### src/rtl/lane_steer_pkg.sv
package lane_steer_pkg;
  localparam int LANE_W = 8;

  typedef enum logic {
    XFER_WORD = 1'b0,
    XFER_BYTE = 1'b1
  } xfer_size_e;
endpackage

### src/rtl/lane_load_extract.sv
module lane_load_extract
  import lane_steer_pkg::*;
#(
  parameter  int DATA_W    = 32,
  localparam int NUM_LANES = DATA_W / LANE_W,
  localparam int OFS_W     = $clog2(NUM_LANES)
) (
  input  logic [DATA_W-1:0] bus_word_i,
  input  logic [OFS_W-1:0]  ofs_i,
  input  xfer_size_e        size_i,
  output logic [DATA_W-1:0] reg_word_o
);
  logic [NUM_LANES-1:0][LANE_W-1:0] lanes;
  logic [LANE_W-1:0]                picked;

  assign lanes = bus_word_i;

  always_comb begin
    picked = '0;
    for (int i = 0; i < NUM_LANES; i++) begin
      if (ofs_i == OFS_W'(i)) picked = lanes[i];
    end
  end

  assign reg_word_o = (size_i == XFER_BYTE) ? {{(DATA_W-LANE_W){1'b0}}, picked}
                                            : bus_word_i;
endmodule

### src/rtl/lane_store_replicate.sv
module lane_store_replicate
  import lane_steer_pkg::*;
#(
  parameter  int DATA_W    = 32,
  localparam int NUM_LANES = DATA_W / LANE_W,
  localparam int OFS_W     = $clog2(NUM_LANES)
) (
  input  logic [DATA_W-1:0]    src_word_i,
  input  logic [OFS_W-1:0]     ofs_i,
  input  xfer_size_e           size_i,
  input  logic                 store_i,
  output logic [DATA_W-1:0]    bus_word_o,
  output logic [NUM_LANES-1:0] strobe_o
);
  assign bus_word_o = (size_i == XFER_BYTE) ? {NUM_LANES{src_word_i[LANE_W-1:0]}}
                                            : src_word_i;

  for (genvar g = 0; g < NUM_LANES; g++) begin : g_lane
    assign strobe_o[g] = store_i & ((size_i == XFER_WORD) | (ofs_i == OFS_W'(g)));
  end
endmodule

### src/rtl/lane_align_check.sv
module lane_align_check
  import lane_steer_pkg::*;
#(
  parameter int OFS_W = 2
) (
  input  logic             valid_i,
  input  logic [OFS_W-1:0] ofs_i,
  input  xfer_size_e       size_i,
  output logic             misalign_o
);
  assign misalign_o = valid_i & (size_i == XFER_WORD) & (ofs_i != '0);
endmodule

### src/rtl/lane_out_stage.sv
module lane_out_stage #(
  parameter int W       = 32,
  parameter bit REG_OUT = 1'b1
) (
  input  logic         clk_i,
  input  logic         rst_ni,
  input  logic [W-1:0] d_i,
  output logic [W-1:0] q_o
);
  if (REG_OUT) begin : g_reg
    always_ff @(posedge clk_i or negedge rst_ni) begin
      if (!rst_ni) q_o <= '0;
      else         q_o <= d_i;
    end
  end else begin : g_wire
    assign q_o = d_i;
  end
endmodule

### src/rtl/lane_steer.sv
module lane_steer
  import lane_steer_pkg::*;
#(
  parameter  int DATA_W    = 32,
  parameter  bit REG_OUT   = 1'b1,
  localparam int NUM_LANES = DATA_W / LANE_W,
  localparam int OFS_W     = $clog2(NUM_LANES)
) (
  input  logic                 clk_i,
  input  logic                 rst_ni,
  input  logic                 acc_valid_i,
  input  logic                 acc_write_i,
  input  logic                 acc_byte_i,
  input  logic [OFS_W-1:0]     addr_lo_i,
  input  logic [DATA_W-1:0]    rd_data_i,
  input  logic [DATA_W-1:0]    st_data_i,
  output logic [DATA_W-1:0]    ld_data_o,
  output logic [DATA_W-1:0]    wr_data_o,
  output logic [NUM_LANES-1:0] byte_en_o,
  output logic                 misalign_o
);
  localparam int OUT_W = 2*DATA_W + NUM_LANES + 1;

  xfer_size_e           size;
  logic [DATA_W-1:0]    ld_d, wr_d;
  logic [NUM_LANES-1:0] be_d;
  logic                 mis_d;

  assign size = acc_byte_i ? XFER_BYTE : XFER_WORD;

  lane_load_extract #(.DATA_W(DATA_W)) u_load (
    .bus_word_i (rd_data_i),
    .ofs_i      (addr_lo_i),
    .size_i     (size),
    .reg_word_o (ld_d)
  );

  lane_store_replicate #(.DATA_W(DATA_W)) u_store (
    .src_word_i (st_data_i),
    .ofs_i      (addr_lo_i),
    .size_i     (size),
    .store_i    (acc_valid_i & acc_write_i),
    .bus_word_o (wr_d),
    .strobe_o   (be_d)
  );

  lane_align_check #(.OFS_W(OFS_W)) u_align (
    .valid_i    (acc_valid_i),
    .ofs_i      (addr_lo_i),
    .size_i     (size),
    .misalign_o (mis_d)
  );

  lane_out_stage #(.W(OUT_W), .REG_OUT(REG_OUT)) u_out (
    .clk_i  (clk_i),
    .rst_ni (rst_ni),
    .d_i    ({ld_d, wr_d, be_d, mis_d}),
    .q_o    ({ld_data_o, wr_data_o, byte_en_o, misalign_o})
  );
endmodule

### config.mk
export PLATFORM = sky130hd
export DESIGN_NAME = lane_steer
export DESIGN_NICKNAME = d
export VERILOG_FILES = /design/src/rtl/lane_steer_pkg.sv /design/src/rtl/lane_load_extract.sv /design/src/rtl/lane_store_replicate.sv /design/src/rtl/lane_align_check.sv /design/src/rtl/lane_out_stage.sv /design/src/rtl/lane_steer.sv
export SDC_FILE = /design/constraint.sdc
export NUM_CORES = 1
export LEC_CHECK = 0
export BUFFER_PORTS_ARGS = -buffer_cell sky130_fd_sc_hd__buf_2
export CAP_MARGIN = 15
export CORE_ASPECT_RATIO = 1.5
export CORE_MARGIN = 2
export CORE_UTILIZATION = 45
export DETAILED_ROUTE_END_ITERATION = 8
export PLACE_DENSITY = 0.86
export SLEW_MARGIN = 0
export SYNTH_ARGS = -nofsm -noshare
export SYNTH_HDL_FRONTEND = slang
export SYNTH_HIERARCHICAL = 1
export SYNTH_SLANG_ARGS = --single-unit
### constraint.sdc
create_clock -name clk_i -period 0.8 [get_ports clk_i]
set_clock_uncertainty 0.2 [all_clocks]
set_input_delay 0.08 -clock clk_i [delete_from_list [all_inputs] [get_ports clk_i]]
set_output_delay 0.08 -clock clk_i [all_outputs]
set_load 0.02 [all_outputs]
==> out/metrics.csv, run 1 <==
metric,value,unit
CP max stage cell,dfrtp_1,
Max Cap Viol,0,
cts bufs inserted,9,
Logic pwr share,19.5,%
worst rel slew slack,84.2,%
PD cells,2020,nW/um2
reported net switching power,2.27,mW
worst-margin pin slew,230,ps
row count,34,
post-route ant nets,0,
routed wire length,7900,um
Root Driver,clkbuf_8,
final setup vio count,95,
RD Place Congestion,0.750,
CP peak stage delay,410,ps
syn_nets,283,
area of the die,6710,um2
unrepaired setup endpoints after global routing,yes,
clock sink total,69,
share of cells above drive strength 1,57.9,%
WL/cell,17.5,um
max-slew violations,0,
Gate Count Post-Synth,212,
post-synthesis sequential area ratio,63.3,%
crit-path leading delay family,flip-flops,
initial DRC count,128,
initial antenna violation count,0,
grt ovf,0,
via count of the first global-routing pass,2458,
"Reg clk slew, reported paths",80,ps
LEAKAGE,2.25,nW
CTS max path bufs,2,
Switching Fraction,25.5,%
Core ar.,5830,um2
P&R area growth vs syn,62.0,%
Tcrit/Tclk final,146,%
CP Launch Type,flop,
Vias/cell,4.89,
count of buffers from port buffering,139,
critical path arrival,890,ps
register area,1730,um2
vias,2200,
sequential power share,43.0,%
H-Tree Depth,3,
Crit. path cell count,1,
CP max FO,1,
Inserted Diodes,0,
Min-Delay Path Class,in2reg,
failing checks,"hold timing, setup timing",
worst path bufs/invs,1,
Placed Cells,419,
clock share of power,37.5,%
HPWL after detailed placement,4850,um
Synth cell types,23,
status,"finished, violations left",
Largest register FFs,69,
Design Power,8.92,mW
crit-path cells,buf_6,
synthesized cell area,2730,um2
maximum clock frequency,858,MHz
syn avg cell area,12.9,um2
Multi-input gate area,816,um2
Max VDD drop,1.18,mV
# IOs,140,
DR DRC count,0,
register with the most flip-flops,u_out/q_o,
NumNets Final,444,
setup bufs post-CTS,0,
TritonCTS clock tree,yes,
DIE HEIGHT,99.3,um
CP endpoint kind,output port,
"flops & latches, synth",69,
Hold Worst Slack,-224,ps
final hold violation count,53,
most frequent cells in the layout,"buf_6 (69), dfrtp_1 (69), buf_2 (68)",
initial core utilization,46.8,%
Final Core Density,75.8,%
DRT Pass-1 Iters,4,
biggest regs,u_out/q_o x69,
worst hold path depth,2,
Layout Cells excl Fill,450,
Die Wd,67.6,um
WS Path Type,reg2out,
fin worst setup slack,-365,ps
largest net degree at the start of global routing,41,
Tot GR Track Use,25.6,%
"Req. time, crit path",520,ps
Pint,6.65,mW
first-pass GRT wire length,12300,um
fin crit period,1170,ps
Yosys warnings,6,
Fillers,338,
==> layer usage <==
| layer | vias to the layer above | GRT usage (%) | wire, um |
|---|---|---|---|
| met4 | 0 | 10.5 | 213 |
| met5 | - | 0 | 0 |
| met2 | 131 | 45.6 | 4280 |
| met3 | 21 | 9.16 | 624 |
| li1 | 990 | - | - |
| met1 | 1058 | 26.2 | 2770 |
==> synthesized netlist by cell type (all sizes together) <==
master	number	share of area, %
nor2b	16	3.7
inv	24	3.3
a21boi	3	1.2
o2bb2ai	8	2.6
a21oi	8	1.5
clkbuf	2	0.28
mux2i	8	2.9
nor3b	1	0.46
buf	16	5.6
nand2	9	2.1
and2	2	0.46
o21a	1	0.32
o21ai	25	7.9
dfrtp	69	63
nand2b	3	0.96
nor2	9	1.2
and2b	8	2.2
==> path summary, 6_finish.rpt <==
kind / from / slack, ps / to
min in group asynchronous: rst_ni / 90 / u_out/q_o[6]$_DFF_PN0_
min: rd_data_i[24] / -220 / u_out/q_o[61]$_DFF_PN0_
max in group asynchronous: rst_ni / 80 / u_out/q_o[12]$_DFF_PN0_
max: u_out/q_o[3]$_DFF_PN0_ / -370 / byte_en_o[2]
==> power groups by stage <==
stage,sequential (mW),clock (mW),combinational (mW)
detailed placement,3.83,0,1.37
floorplan,4.14,0,0.464
CTS,3.83,3.42,1.70
finish,3.84,3.34,1.74
global placement,3.83,0,1.33
global route,3.85,3.61,1.85
==> stage by stage <==
stage | setup slack, ps | area, um2 | TNS, ps
floorplan | -143 | 2790 | -1140
global placement | -274 | 3570 | -9590
detailed placement | -320 | 3570 | -10050
CTS | -375 | 4400 | -26620
global route | -410 | 4420 | -28720
finish | -365 | 4420 | -25860
==> layout make-up <==
type,count,share of cell area (%)
clock inverters,6,2.52
repair buffers,168,32.9
well taps,72,2.04
clock buffers,10,2.89
flip-flops and latches,69,39.1
multi-input cells,101,18.5
inverters,24,2.04
==> cells by family (layout without fill, tap and decap cells) <==
| kind of cell | after synthesis | after routing | share of synthesized area, % |
|---|---|---|---|
| compound gates | 45 | 45 | 13.5 |
| buf+inv | 42 | 208 | 9.18 |
| flops | 69 | 69 | 63.3 |
| mux | 8 | 8 | 2.94 |
| simple gates | 48 | 48 | 11.1 |
==> timing repair <==
item                       CTS  global route
hold buffers                16             9
resized for setup          138            12
pin swaps                    0             5
setup endpoints to repair   69            94
hold endpoints to repair   138            69
cloned                       0             0
Note: power is estimated with default switching activity, not from simulation.
==> run 2, diff against run 1 <==
--- a/config.mk
+++ b/config.mk
@@ -11,6 +11,7 @@
 export CORE_MARGIN = 2
 export CORE_UTILIZATION = 45
 export DETAILED_ROUTE_END_ITERATION = 8
+export MAX_ROUTING_LAYER = met4
 export PLACE_DENSITY = 0.86
 export SLEW_MARGIN = 0
 export SYNTH_ARGS = -nofsm -noshare
==> run 2 against run 1 <==
The flow still finishes with violations (hold timing, setup timing). Die area did not move. Combinational power barely moved. Global-route usage rose by 0.62 points. Maximum frequency barely moved. First-iteration DRC count rose by 23%. Setup slack barely moved. Clock power barely moved. Final area fell by 0.28%. Sequential share of layout area rose by 0.11 points. Cell count fell by 0.44%. Count of clock-buffer cells in the layout did not move. Core utilization fell by 0.21 points. Largest cell class unchanged. Highest routed layer unchanged.
==> out/metrics.csv, run 2 (synthesis results as in run 1) <==
metric,value,unit
DRT Pass-1 Iters,4,
Min-Delay Path Class,in2reg,
Placed Cells,419,
fin crit period,1170,ps
Vias/cell,4.89,
Inserted Diodes,0,
unrepaired setup endpoints after global routing,yes,
# IOs,140,
failing checks,"hold timing, setup timing",
RD Place Congestion,0.759,
LEAKAGE,2.24,nW
fin worst setup slack,-366,ps
largest net degree at the start of global routing,41,
CP max stage cell,dfrtp_1,
crit-path leading delay family,flip-flops,
setup bufs post-CTS,0,
DR DRC count,0,
Max Cap Viol,0,
Tcrit/Tclk final,146,%
Sum Neg Setup Slack,-25910,ps
cts bufs inserted,9,
CP max FO,1,
Largest register FFs,69,
critical path arrival,890,ps
maximum clock frequency,858,MHz
worst-margin pin slew,221,ps
crit-path cells,buf_6,
"Reg clk slew, reported paths",80,ps
Design Power,8.91,mW
Die Wd,67.6,um
max-slew violations,0,
row count,34,
via count of the first global-routing pass,2468,
"Req. time, crit path",520,ps
Layout Cells excl Fill,448,
initial antenna violation count,0,
CP peak stage delay,410,ps
area of the die,6710,um2
routed wire length,7820,um
PD cells,2020,nW/um2
NumNets Final,442,
first-pass GRT wire length,12300,um
Tot GR Track Use,26.2,%
final hold violation count,54,
Root Driver,clkbuf_8,
Hold Worst Slack,-226,ps
most frequent cells in the layout,"buf_6 (69), dfrtp_1 (69), buf_2 (67)",
initial core utilization,46.8,%
biggest regs,u_out/q_o x69,
WS Path Type,reg2out,
worst rel slew slack,84.9,%
TritonCTS clock tree,yes,
register with the most flip-flops,u_out/q_o,
CTS max path bufs,2,
initial DRC count,158,
H-Tree Depth,3,
final setup vio count,94,
CP endpoint kind,output port,
Core ar.,5830,um2
CP Launch Type,flop,
DIE HEIGHT,99.3,um
HPWL after detailed placement,4850,um
share of cells above drive strength 1,58.2,%
WL/cell,17.5,um
clock sink total,69,
Setup WS pre-CTS,-320,ps
status,"finished, violations left",
post-route ant nets,0,
count of buffers from port buffering,139,
P&R area growth vs syn,61.5,%
worst path bufs/invs,1,
Max VDD drop,1.18,mV
vias,2189,
grt ovf,0,
## run 2: cell count changes in the layout (fill, tap and decap cells not counted), sizes merged
cell / previous run / this run
dlygate4sd3: 17 / 16
buf: 151 / 150
## run 2: final timing paths
check / slack (ps) / startpoint / depth (start not counted) / to
setup / recovery: -370 / u_out/q_o[3]$_DFF_PN0_ / 1 / byte_en_o[2]
min in group asynchronous: 90 / rst_ni / 3 / u_out/q_o[6]$_DFF_PN0_
hold / removal: -230 / rd_data_i[24] / 2 / u_out/q_o[61]$_DFF_PN0_
max in group asynchronous: 80 / rst_ni / 3 / u_out/q_o[17]$_DFF_PN0_
## run 2: area by class of cell
cell class / instances / area, um2
Clock buffer: 10 / 128
Clock inverter: 6 / 111
Fill cell: 343 / 1420
Inverter: 24 / 90.1
Multi-Input combinational cell: 101 / 818
Sequential cell: 69 / 1730
Tap cell: 72 / 90.1
Timing Repair Buffer: 166 / 1440
## run 2: stage by stage
stage / utilization, % / cell area [um2]
detailed placement: 61.2 / 3570
finish: 75.6 / 4400
CTS: 75.5 / 4400
floorplan: - / 2790
global placement: 61.2 / 3570
global route: 75.6 / 4400
## run 2: power breakdown
part           internal (mW)  switching, mW  leakage [nW]
Sequential              3.71          0.128         0.847
Clock                   2.07           1.27         0.116
Combinational          0.860          0.867          1.28
## run 2: what timing repair did
| action | 4_1_cts | 5_1_grt |
|---|---|---|
| gates resized for setup | 138 | 13 |
| setup endpoints to repair | 69 | 95 |
| hold buffers | 16 | 8 |
| hold endpoints to repair | 138 | 69 |
| pin swaps | 0 | 5 |
## run 2: metal layers
| metal | GRT usage [%] | routed length [um] |
|---|---|---|
| met5 | - | 0 |
| met4 | 11.8 | 225 |
| met3 | 6.79 | 553 |
| met2 | 45.3 | 4250 |
| met1 | 27.1 | 2790 |
==> run 3, diff against run 2 <==
--- a/config.mk
+++ b/config.mk
@@ -9,10 +9,10 @@
 export CAP_MARGIN = 15
 export CORE_ASPECT_RATIO = 1.5
 export CORE_MARGIN = 2
-export CORE_UTILIZATION = 45
+export CORE_UTILIZATION = 40
 export DETAILED_ROUTE_END_ITERATION = 8
 export MAX_ROUTING_LAYER = met4
-export PLACE_DENSITY = 0.86
+export PLACE_DENSITY = 0.79
 export SLEW_MARGIN = 0
 export SYNTH_ARGS = -nofsm -noshare
 export SYNTH_HDL_FRONTEND = slang
==> run 3 against run 2 <==
The run still ends with hold timing, setup timing left. Setup slack got worse by 4.5 ps. Via count increased by 1.3%. Cell count increased by 2.9%. Combinational power increased by 5%. Critical endpoint is now wr_data_o[12]. Core utilization decreased by 6.4 points. Highest routed layer unchanged. Final area increased by 2.6%. Non-clock buffer count increased by 10. Maximum frequency decreased by 0.38%. Critical path type unchanged. First-iteration DRC count increased by 0.63%.
==> out/metrics.csv, run 3 (synthesis results as in run 1) <==
metric,value,unit
status,"finished, violations left",
failing checks,"hold timing, setup timing",
Vias/cell,4.81,
crit-path leading delay family,flip-flops,
Tot GR Track Use,23.2,%
RD Place Congestion,0.761,
Core ar.,6530,um2
min-delay src,rd_data_i[20],
# IOs,140,
Tcrit/Tclk final,146,%
final setup vio count,162,
most frequent cells in the layout,"buf_6 (69), dfrtp_1 (69), buf_2 (56)",
Final Core Density,69.2,%
Max VDD drop,1.22,mV
worst-margin pin slew,407,ps
final hold violation count,46,
row count,36,
"Req. time, crit path",520,ps
CP max FO,1,
Inserted Diodes,0,
clock sink total,69,
Pint,6.24,mW
CP endpoint kind,output port,
WL/cell,17.9,um
unrepaired setup endpoints after global routing,yes,
PD cells,1860,nW/um2
worst hold path depth,2,
initial core utilization,41.7,%
CP peak stage delay,410,ps
TritonCTS clock tree,yes,
Min-Delay Path Class,in2reg,
initial DRC count,159,
via count of the first global-routing pass,2506,
count of buffers from port buffering,139,
Hold Worst Slack,-225,ps
worst rel slew slack,72.8,%
H-Tree Depth,3,
routed wire length,8250,um
share of cells above drive strength 1,58.2,%
DIE HEIGHT,105,um
clock share of power,32.9,%
largest net degree at the start of global routing,37,
initial antenna violation count,0,
WS Path Type,reg2out,
CTS max path bufs,2,
NumNets Final,452,
Setup WS pre-CTS,-377,ps
register with the most flip-flops,u_out/q_o,
worst path bufs/invs,1,
CP Launch Type,flop,
"Reg clk slew, reported paths",70,ps
first-pass GRT wire length,12600,um
vias,2218,
HPWL after detailed placement,4990,um
fin worst setup slack,-370,ps
Max Cap Viol,0,
CP max stage cell,dfrtp_1,
Root Driver,clkbuf_8,
max-slew violations,0,
LEAKAGE,2.29,nW
critical path arrival,890,ps
Switching Fraction,26.0,%
Die Wd,71.4,um
sequential power share,45.6,%
DR DRC count,0,
Worst Hold Endpoint,u_out/q_o[57]$_DFF_PN0_,
post-route ant nets,0,
Logic pwr share,21.5,%
area of the die,7510,um2
DRT Pass-1 Iters,4,
fin crit period,1170,ps
biggest regs,u_out/q_o x69,
P&R area growth vs syn,65.8,%
grt ovf,0,
Largest register FFs,69,
cts bufs inserted,9,
reported net switching power,2.19,mW
crit-path cells,buf_6,
maximum clock frequency,855,MHz
## run 3: how the worst max path moves through the flow
stage | start | end | slack, ps | depth (start not counted)
floorplan | addr_lo_i[1] | u_out/q_o[37]$_DFF_PN0_ | -140 | 5
finish | u_out/q_o[17]$_DFF_PN0_ | wr_data_o[12] | -370 | 1
global route | u_out/q_o[17]$_DFF_PN0_ | wr_data_o[12] | -410 | 1
detailed placement | addr_lo_i[0] | u_out/q_o[39]$_DFF_PN0_ | -380 | 5
CTS | u_out/q_o[43]$_DFF_PN0_ | ld_data_o[6] | -390 | 1
global placement | addr_lo_i[0] | u_out/q_o[42]$_DFF_PN0_ | -310 | 5
## run 3: power groups by stage
stage / logic, mW / clock network, mW / registers (mW)
4_1_cts: 1.75 / 2.84 / 3.83
6_report: 1.82 / 2.77 / 3.84
2_1_floorplan: 0.464 / 0 / 4.14
3_5_place_dp: 1.40 / 0 / 3.83
3_3_place_gp: 1.37 / 0 / 3.83
5_1_grt: 1.93 / 3.02 / 3.85
## run 3: final cells by class
type	count	area (um2)
timing repair buffer	176	1580
sequential	69	1730
clock inverter	1	30.0
clock buffer	14	163
tap	76	95.1
multi-input combinational	101	841
inverter	24	90.1
fill	423	2010
## run 3: what timing repair did
item	in CTS	in global routing
endpoints found under the hold margin	138	138
pin swaps	0	6
gates cloned	0	1
buffers inserted	0	0
setup endpoints to repair	69	170
resized for setup	138	27
hold buffers	24	10
## run 3: metal layers
| metal | global-route usage, % | part of all wire, % | vias to the layer above |
|---|---|---|---|
| li1 | - | - | 1004 |
| met1 | 24.3 | 35 | 1063 |
| met2 | 39.6 | 56 | 135 |
| met3 | 6.56 | 7.7 | 16 |
| met4 | 10.6 | 2.1 | 0 |
| met5 | - | 0 | - |
## run 3: per-stage QoR
stage	std cells	power [mW]	area, um2	TNS (ps)
2_1_floorplan	212	4.60	2790	-1140
3_3_place_gp	432	5.20	3630	-9490
3_5_place_dp	432	5.23	3630	-10760
4_1_cts	471	8.43	4490	-26830
5_1_grt	461	8.80	4520	-35350
6_report	461	8.43	4520	-30620
